`src/rtl/fpcmp_pkg.sv`:
```
package fpcmp_pkg;

   typedef enum logic [3:0] {
      PR_NEVER = 4'd0,
      PR_UNORD = 4'd1,
      PR_EQ    = 4'd2,
      PR_UEQ   = 4'd3,
      PR_LT    = 4'd4,
      PR_ULT   = 4'd5,
      PR_LE    = 4'd6,
      PR_ULE   = 4'd7,
      PR_ORD   = 4'd8,
      PR_UNE   = 4'd9,
      PR_NE    = 4'd10
   } pred_e;

   // relation of a to b
   typedef struct packed {
      logic unord;
      logic eq;
      logic lt;
   } rel_t;

endpackage

```
`src/rtl/fpcmp_classify.sv`:
```
module fpcmp_classify #(
   parameter int EXP_W = 8,
   parameter int MAN_W = 23,
   localparam int W    = 1 + EXP_W + MAN_W
) (
   input  logic [W-1:0] x,
   output logic         is_nan,
   output logic         is_zero,
   output logic         sign,
   output logic [W-2:0] mag
);
   logic [EXP_W-1:0] expo;
   logic [MAN_W-1:0] frac;

   always_comb begin
      sign    = x[W-1];
      mag     = x[W-2:0];
      expo    = x[W-2:MAN_W];
      frac    = x[MAN_W-1:0];
      is_nan  = (&expo) && (|frac);
      is_zero = (mag == '0);
   end
endmodule

```
`src/rtl/fpcmp_relate.sv`:
```
module fpcmp_relate
   import fpcmp_pkg::*;
#(
   parameter int EXP_W = 8,
   parameter int MAN_W = 23,
   localparam int W    = 1 + EXP_W + MAN_W
) (
   input  logic [W-1:0] a,
   input  logic [W-1:0] b,
   output rel_t         rel
);
   logic         a_nan, b_nan, a_zero, b_zero, a_sgn, b_sgn;
   logic [W-2:0] a_mag, b_mag;
   logic         both_zero, mag_lt, mag_gt, raw_lt;

   fpcmp_classify #(.EXP_W(EXP_W), .MAN_W(MAN_W)) u_cls_a (
      .x(a), .is_nan(a_nan), .is_zero(a_zero), .sign(a_sgn), .mag(a_mag));
   fpcmp_classify #(.EXP_W(EXP_W), .MAN_W(MAN_W)) u_cls_b (
      .x(b), .is_nan(b_nan), .is_zero(b_zero), .sign(b_sgn), .mag(b_mag));

   always_comb begin
      both_zero = a_zero && b_zero;
      mag_lt    = a_mag < b_mag;
      mag_gt    = a_mag > b_mag;
      // sign-magnitude order: negatives reverse the magnitude relation
      unique case ({a_sgn, b_sgn})
         2'b10:   raw_lt = 1'b1;
         2'b01:   raw_lt = 1'b0;
         2'b00:   raw_lt = mag_lt;
         default: raw_lt = mag_gt;
      endcase
      rel.unord = a_nan || b_nan;
      rel.eq    = !rel.unord && (both_zero || (a == b));
      rel.lt    = !rel.unord && !both_zero && raw_lt;
   end
endmodule

```
`src/rtl/fpcmp_decide.sv`:
```
module fpcmp_decide
   import fpcmp_pkg::*;
(
   input  rel_t       rel,
   input  logic [3:0] code,
   output logic       hit
);
   always_comb begin
      case (pred_e'(code))
         PR_NEVER: hit = 1'b0;
         PR_UNORD: hit = rel.unord;
         PR_EQ:    hit = rel.eq;
         PR_UEQ:   hit = rel.eq || rel.unord;
         PR_LT:    hit = rel.lt;
         PR_ULT:   hit = rel.lt || rel.unord;
         PR_LE:    hit = rel.lt || rel.eq;
         PR_ULE:   hit = rel.lt || rel.eq || rel.unord;
         PR_ORD:   hit = !rel.unord;
         PR_UNE:   hit = !rel.eq;
         PR_NE:    hit = !rel.eq && !rel.unord;
         default:  hit = 1'b0;
      endcase
   end
endmodule

```
`src/rtl/fpcmp_unit.sv`:
```
module fpcmp_unit
   import fpcmp_pkg::*;
#(
   parameter int SP_EXP_W = 8,
   parameter int SP_MAN_W = 23,
   parameter int DP_EXP_W = 11,
   parameter int DP_MAN_W = 52,
   parameter int CC_NUM   = 8,
   localparam int SP_W     = 1 + SP_EXP_W + SP_MAN_W,
   localparam int DP_W     = 1 + DP_EXP_W + DP_MAN_W,
   localparam int CC_IDX_W = (CC_NUM > 1) ? $clog2(CC_NUM) : 1
) (
   input  logic                clk,
   input  logic                rst_n,
   input  logic                in_valid,
   input  logic [DP_W-1:0]     op_a,
   input  logic [DP_W-1:0]     op_b,
   input  logic                is_double,
   input  logic [3:0]          pred,
   input  logic                use_cc,
   input  logic [CC_IDX_W-1:0] cc_idx,
   output logic [DP_W-1:0]     mask,
   output logic [CC_NUM-1:0]   cc_vec,
   output logic                out_valid
);
   localparam logic [DP_W-1:0] SP_ONES = {{(DP_W-SP_W){1'b0}}, {SP_W{1'b1}}};
   localparam logic [DP_W-1:0] DP_ONES = '1;

   initial begin : elab_chk
      assert (SP_W < DP_W) else $fatal(1, "single width must be below double width");
      assert (SP_EXP_W < DP_EXP_W) else $fatal(1, "exponent widths inconsistent");
      assert (CC_NUM >= 1 && CC_NUM <= 64) else $fatal(1, "CC_NUM out of range");
   end

   rel_t rel_sp, rel_dp, rel_sel;
   logic hit;

   fpcmp_relate #(.EXP_W(SP_EXP_W), .MAN_W(SP_MAN_W)) u_rel_sp (
      .a(op_a[SP_W-1:0]), .b(op_b[SP_W-1:0]), .rel(rel_sp));
   fpcmp_relate #(.EXP_W(DP_EXP_W), .MAN_W(DP_MAN_W)) u_rel_dp (
      .a(op_a), .b(op_b), .rel(rel_dp));

   assign rel_sel = is_double ? rel_dp : rel_sp;

   fpcmp_decide u_decide (.rel(rel_sel), .code(pred), .hit(hit));

   always_ff @(posedge clk or negedge rst_n) begin
      if (!rst_n) begin
         out_valid <= 1'b0;
         mask      <= '0;
      end else begin
         out_valid <= in_valid;
         if (in_valid && !use_cc)
            mask <= hit ? (is_double ? DP_ONES : SP_ONES) : '0;
      end
   end

   for (genvar i = 0; i < CC_NUM; i++) begin : g_cc
      always_ff @(posedge clk or negedge rst_n) begin
         if (!rst_n)
            cc_vec[i] <= 1'b0;
         else if (in_valid && use_cc && (cc_idx == CC_IDX_W'(i)))
            cc_vec[i] <= hit;
      end
   end
endmodule

```
`config.mk`:
```
export PLATFORM = sky130hd
export DESIGN_NAME = fpcmp_unit
export DESIGN_NICKNAME = d
export VERILOG_FILES = /design/src/rtl/fpcmp_pkg.sv /design/src/rtl/fpcmp_classify.sv /design/src/rtl/fpcmp_relate.sv /design/src/rtl/fpcmp_decide.sv /design/src/rtl/fpcmp_unit.sv
export SDC_FILE = /design/constraint.sdc
export NUM_CORES = 1
export LEC_CHECK = 0
export ABC_AREA = 1
export BUFFER_PORTS_ARGS = -buffer_cell sky130_fd_sc_hd__buf_2
export CELL_PAD_IN_SITES_DETAIL_PLACEMENT = 1
export CELL_PAD_IN_SITES_GLOBAL_PLACEMENT = 1
export CORE_ASPECT_RATIO = 0.75
export CORE_MARGIN = 4
export CORE_UTILIZATION = 27
export DETAILED_ROUTE_END_ITERATION = 16
export PLACE_DENSITY_LB_ADDON = 0.05
export SETUP_SLACK_MARGIN = 0.1
export SYNTH_ARGS = -nofsm -noshare
export SYNTH_HDL_FRONTEND = slang
export SYNTH_SLANG_ARGS = --single-unit
```
`constraint.sdc`:
```
create_clock -name clk -period 1.1 [get_ports clk]
set_input_delay 0.22 -clock clk [delete_from_list [all_inputs] [get_ports clk]]
set_output_delay 0.22 -clock clk [all_outputs]
set_load 0.02 [all_outputs]
```
==> impl_metrics.yaml, run 1 <==
status:
  status: "finished with violations"
  violations: "setup timing"
setup_path:
  path_cells: "buf_2 -> inv_1 -> ha_1 -> nand4_1 -> nor2_1 -> nand2_2 -> inv_2 -> nand2_4 -> nor2_4 -> nor2_2 -> nor2_2 -> nor2_2 -> nand2_1 -> nand3_2 -> nor2_4 -> nand2_8 -> nand2_2 -> nand2_1"
  startpoint: "op_b[13]"
  max_stage_delay_ns: 0.30
  r2r_end: "mask[62]$_DFFE_PN0P_"
  r2r_slack_ns: -0.04
  cp-start-kind: "primary input"
  required_ns: 1.22
  reg2reg_depth: 4
  critPathSlowestCell: "ha_1"
  critPathMaxFanout: 5
  r2r_start: "mask[62]$_DFFE_PN0P_"
  worstSetupPathType: "primary input to register"
  worstSetupEndpoint: "cc_vec[6]$_DFFE_PN0P_"
  cpMostUsedCell: "nor2_2"
  cp-end-kind: "register"
  cp.arrival_ns: 2.09
hold_path:
  worstHoldPathType: "primary input to register"
timing:
  worstMarginPinSlew_ns: 0.408
  rsz0062_at_grt: "true"
  finalCritPeriodShare_pct: 179
  finalHoldViolations: 0
  drv_slew: 0
  slew_headroom_pct: 72.6
  setup_viol: 74
  fmax_mhz: 508
  fin_tns_setup_ns: -23.97
  fin_ws_ns: -0.870
  clock_skew_ns: 0
  period_needed_ns: 1.97
place:
  place_area_sq_um: 5580
  port_buffers: 212
  hpwl_um: 13800
  place.gp.congestion: 0.813
synth:
  synth_compound_area_share_pct: 6.23
  synth.avg_cell_area_sq_um: 5.57
  yosys.area_share.simple_pct: 43.0
  synth_xor_xnor_area_share_pct: 0
  yosysTopAreaCellShare_pct: 21.4
  synth_edf_count: 0
  synth_top_area_cell: "ha_1"
  synthMostInstantiatedCell: "nand2_1"
  netlist_instances: 713
  synth.net_count: 921
  synth_cell_type_count: 22
  yosys.area_share.adder_pct: 21.4
  synthMuxAreaShare_pct: 0
  synth_top_family_by_area: "simple AND/OR/NAND/NOR gates"
  yosys-top-cells-count: "198 x nand2_1, 142 x nor2_1, 113 x inv_1"
  yosysWarnings: 0
  synth_area_sq_um: 3970
  ys_ff_latch: 11
  ys.flop_type: "dfrtp_1"
  seq_area_frac_synth_pct: 6.93
  ys_top_cells_by_area: "ha_1 21%, nand2_1 19%, nor2_1 13%"
  async_reset_ff_share_pct: 100
detailed_routing:
  routed_wl_um: 18800
  viasPerCell: 4.58
  drc: 0
  ant_nets: 0
  first_pass_iters: 4
  drt_iter0_drc: 132
  vias: 5410
  route.detailed.wl_per_inst_um: 15.9
floorplanning:
  core.rowCount: 38
  die_w_um: 148
  die_height_um: 113
  start_util_pct: 27.5
  io_pins: 213
  core_area_sq_um: 14500
  dieArea_sq_um: 16700
cts:
  clk_latency_ns: 0.24
  cts_tree: "built"
  htree_levels: 1
  root_buffer: "clkbuf_16"
  cts_max_path_buffers: 2
  cts.sinks: 11
  path_clk_slew_ns: 0.04
  cts_buffers: 3
power_and_ir_drop:
  p_seq_share_pct: 10.4
  power_density_nw_per_um2: 733
  p_int_w: 0.00331
  p_clk_share_pct: 11.7
  combPwrFrac_pct: 77.9
  p_leak_nw: 3.89
  swShare_pct: 42.2
  ir_worst_vdd_mv: 0.637
  power.switching_w: 0.00242
grt:
  grt_first_pass_wirelength_um: 27600
  grt_max_degree: 18
  grt_usage_pct: 19.5
  grt_antenna_before_repair: 2
  grt-ovfl-total: 0
  grt_pass1_vias: 5743
finish:
  fin_util_pct: 54.2
  final_layout_size_suffix_gt1_share_pct: 53.3
  fin_nets: 1189
  fin_area_sq_um: 7830
  area_growth_pct: 97.0
flow_run:
  cap_violations: 0
state kept, by name (all words and copies together) (netlist names):
| register | count |
|---|---|
| mask | 2 |
| out_valid | 1 |
| cc_vec | 8 |
kinds of logic after synthesis:
kind of cell,Yosys count
and+or+nand+nor,412
buffers and inverters,175
adders and majority gates,68
DFF,11
AOI/OAI and AO/OA,47
power groups by stage:
stage                     combinational [W]  clock [W]  sequential (W)
final                               0.00447   0.000671        0.000598
after global routing                0.00481   0.000701        0.000608
after CTS                           0.00348   0.000681        0.000560
after detailed placement            0.00267          0        0.000604
after global placement              0.00262          0        0.000592
after floorplan                     0.00193          0        0.000757
stage by stage:
stage | setup slack [ns] | total power [W] | hold slack, ns | std cells
2_1_floorplan | -0.648 | 0.00269 | -0.0756 | 713
3_3_place_gp | -1.13 | 0.00321 | 0.102 | 1150
3_5_place_dp | -1.19 | 0.00328 | 0.102 | 1150
4_1_cts | -0.795 | 0.00472 | 0.134 | 1172
5_1_grt | -1.04 | 0.00612 | 0.146 | 1181
6_report | -0.870 | 0.00574 | 0.136 | 1181
layout by cell type, fill, tap and decap left out, drive strengths merged, types with 9 or more instances in the layout:
cell type and instances:
nand4 29, a21oi 25, nor2 149, nand2 202, buf 318, o21ai 17
dfrtp 11, clkbuf 9, ha 68, inv 113, nand3 24
final cells by class:
cell class / instances / area (sq um)
antenna: 1 / 2.50
clock buffer: 4 / 78.8
fill: 1878 / 6630
inverter: 113 / 452
multi-input combinational: 528 / 3850
sequential: 11 / 283
tap: 200 / 250
timing repair buffer: 324 / 2920
critical path, delay by kind of cell:
kind	cells	cell delay, ns
simple gates	14	1.36
fa+ha+maj	1	0.30
buf+inv	3	0.21
per-layer routing:
metal  up-vias  GRT usage [%]  wire length (um)
met5         -              0                 7
met4         2           2.77               240
met3        22           2.76               933
met2       145           34.4              9320
met1      2521           26.0              8260
li1       2720              -                 -
repair_timing:
action	CTS	global route
pin swaps	57	57
hold buffers	1	0
resized for setup	193	263
endpoints found under the setup margin	76	82
buffers inserted	14	4
gates cloned	3	4
endpoints found under the hold margin	11	0
worst min-delay path by stage:
stage / startpoint / to / slack [ns] / depth (start not counted)
5_1_grt: in_valid / out_valid$_DFF_PN0_ / 0.15 / 1
2_1_floorplan: rst_n / cc_vec[0]$_DFFE_PN0P_ / -0.08 / 0
6_report: in_valid / out_valid$_DFF_PN0_ / 0.14 / 1
4_1_cts: in_valid / out_valid$_DFF_PN0_ / 0.13 / 1
3_3_place_gp: rst_n / cc_vec[6]$_DFFE_PN0P_ / 0.10 / 1
3_5_place_dp: rst_n / cc_vec[2]$_DFFE_PN0P_ / 0.10 / 1
(Power assumes the default switching activity.)
==> run 2, diff against run 1 <==
Clock period 1.1 ns to 1.6 ns, I/O delays scaled along.
==> impl_metrics.yaml, run 2 (synthesis results as in run 1) <==
status:
  status: "finished with violations"
  violations: "setup timing"
finish:
  area_growth_pct: 71.1
  largest_register_ffs: 8
  stdcell_count: 1163
  final_layout_size_suffix_gt1_share_pct: 49.8
  largest-register: "cc_vec"
  n_antenna_cell: 0
  fin_util_pct: 47.0
  fin_nets: 1172
  final_cell_mix: "178 x buf_2, 164 x nand2_1, 117 x nor2_1, 96 x buf_4, 78 x inv_1"
  top_regs: "cc_vec: 8 flops, mask: 2 flops, out_valid: 1 flops"
  fin_area_sq_um: 6800
  nFillCells: 1954
  layout_commonest_cell: "buf_2"
cts:
  cts_buffers: 3
  cts.sinks: 11
  clk_latency_ns: 0.23
  cts_max_path_buffers: 2
  path_clk_slew_ns: 0.04
  cts_tree: "built"
  htree_levels: 1
  root_buffer: "clkbuf_16"
floorplanning:
  start_util_pct: 27.5
  core.rowCount: 38
  dieArea_sq_um: 16700
  core_area_sq_um: 14500
  die_height_um: 113
  die_w_um: 148
  io_pins: 213
grt:
  grt-ovfl-total: 0
  grt_first_pass_wirelength_um: 25700
  grt_usage_pct: 18.3
  grt_antenna_before_repair: 1
  grt_max_degree: 34
  grt_pass1_vias: 5458
timing:
  fmax_mhz: 486
  fin_ws_ns: -0.459
  finalHoldViolations: 0
  slew_headroom_pct: 78.1
  clock_skew_ns: 0
  worstMarginPinSlew_ns: 0.328
  setup_viol: 10
  rsz0062_at_grt: "true"
  period_needed_ns: 2.06
  drv_slew: 0
  finalCritPeriodShare_pct: 129
detailed_routing:
  drt_iter0_drc: 117
  viasPerCell: 4.46
  drc: 0
  ant_nets: 0
  vias: 5186
  route.detailed.wl_per_inst_um: 14.1
  first_pass_iters: 4
  routed_wl_um: 16500
setup_path:
  required_ns: 1.72
  cp-end-kind: "register"
  startpoint: "op_b[57]"
  cp.arrival_ns: 2.18
  r2r_start: "mask[62]$_DFFE_PN0P_"
  reg2reg_depth: 3
  path_cells: "buf_2 -> inv_1 -> ha_4 -> nand4_1 -> nor3_4 -> nand2_1 -> nor2_1 -> nor2_1 -> nor2_1 -> nor2_1 -> nand2_1 -> nand3_2 -> nor2_4 -> nand2_4 -> nand2_2 -> nand2_2"
  critPathSlowestCell: "ha_4"
  cp-start-kind: "primary input"
  r2r_slack_ns: 0.75
  critPathMaxFanout: 5
  cpMostUsedCell: "nor2_1"
  worstSetupPathType: "primary input to register"
  worstSetupEndpoint: "cc_vec[3]$_DFFE_PN0P_"
  max_stage_delay_ns: 0.28
  r2r_end: "mask[62]$_DFFE_PN0P_"
power_and_ir_drop:
  ir_worst_vdd_mv: 0.341
  p_leak_nw: 3.57
  swShare_pct: 46.9
  p_int_w: 0.00163
  combPwrFrac_pct: 73.4
  power.switching_w: 0.00144
  p_clk_share_pct: 14.9
  finalPower_w: 0.00307
  p_seq_share_pct: 11.7
  power_density_nw_per_um2: 452
place:
  place.gp.congestion: 0.814
  port_buffers: 212
  place_ws_ns: -0.816
  place_area_sq_um: 5570
  place_inst: 1149
  hpwl_um: 13600
hold_path:
  worstHoldPathType: "primary input to register"
flow_run:
  cap_violations: 0
-- run 2: changes by cell type in the layout (fill, tap and decap cells not counted), moves of 3 or more --
cell,delta
buf_6,-14
buf_12,-3
nand2_1,+4
nand3_2,+4
buf_8,-57
inv_2,-7
ha_1,+3
clkbuf_16,-4
nor2_1,+10
nor2_2,-10
buf_4,-6
inv_1,+9
buf_2,+70
nand2_2,-3
-- run 2: layer usage --
metal,share of wire [%],global-route usage [%]
met5,0.043,0
met4,0.64,1.78
met1,47,24.4
met2,47,32.6
met3,5.2,2.60
-- run 2: through the flow --
stage	setup TNS (ns)	hold WS [ns]
after floorplan	-2.47	0.0244
after global placement	-7.06	0.203
after detailed placement	-7.90	0.206
after CTS	-3.76	0.250
after global routing	-6.31	0.254
final	-4.35	0.252
-- run 2: worst min-delay path by stage --
stage,endpoint,slack (ns),start,cells past startpoint
floorplan,cc_vec[0]$_DFFE_PN0P_,0.02,rst_n,0
global placement,cc_vec[6]$_DFFE_PN0P_,0.20,rst_n,1
detailed placement,cc_vec[6]$_DFFE_PN0P_,0.21,rst_n,1
CTS,out_valid$_DFF_PN0_,0.25,in_valid,1
global route,out_valid$_DFF_PN0_,0.25,in_valid,1
finish,out_valid$_DFF_PN0_,0.25,in_valid,1
-- run 2: repair_timing --
| item | 4_1_cts | 5_1_grt |
|---|---|---|
| gates resized for setup | 162 | 57 |
| buffers inserted | 6 | 2 |
| setup endpoints to repair | 10 | 10 |
| endpoints found under the hold margin | 11 | 0 |
| gates cloned | 1 | 0 |
| hold buffers | 1 | 0 |
| pin swaps | 59 | 40 |
-- run 2: power by group through the flow --
stage	sequential (W)	combinational, W	clock [W]
2_1_floorplan	0.000474	0.00119	0
3_3_place_gp	0.000361	0.00185	0
3_5_place_dp	0.000363	0.00189	0
4_1_cts	0.000360	0.00216	0.000459
5_1_grt	0.000369	0.00248	0.000481
6_report	0.000359	0.00225	0.000458
-- run 2: worst max-delay path, delay by kind of cell --
kind          cells  cell delay (ns)
fa+ha+maj         1             0.28
buf+inv           2             0.19
simple gates     13             1.40
-- run 2: final cells by class --
| class | instances | area [sq um] | area share (%) |
|---|---|---|---|
| Inverter | 113 | 447 | 6.57 |
| Tap cell | 200 | 250 | 3.68 |
| Clock buffer | 4 | 78.8 | 1.16 |
| Sequential cell | 11 | 275 | 4.05 |
| Multi-Input combinational cell | 528 | 3760 | 55.3 |
| Timing Repair Buffer | 307 | 1990 | 29.2 |
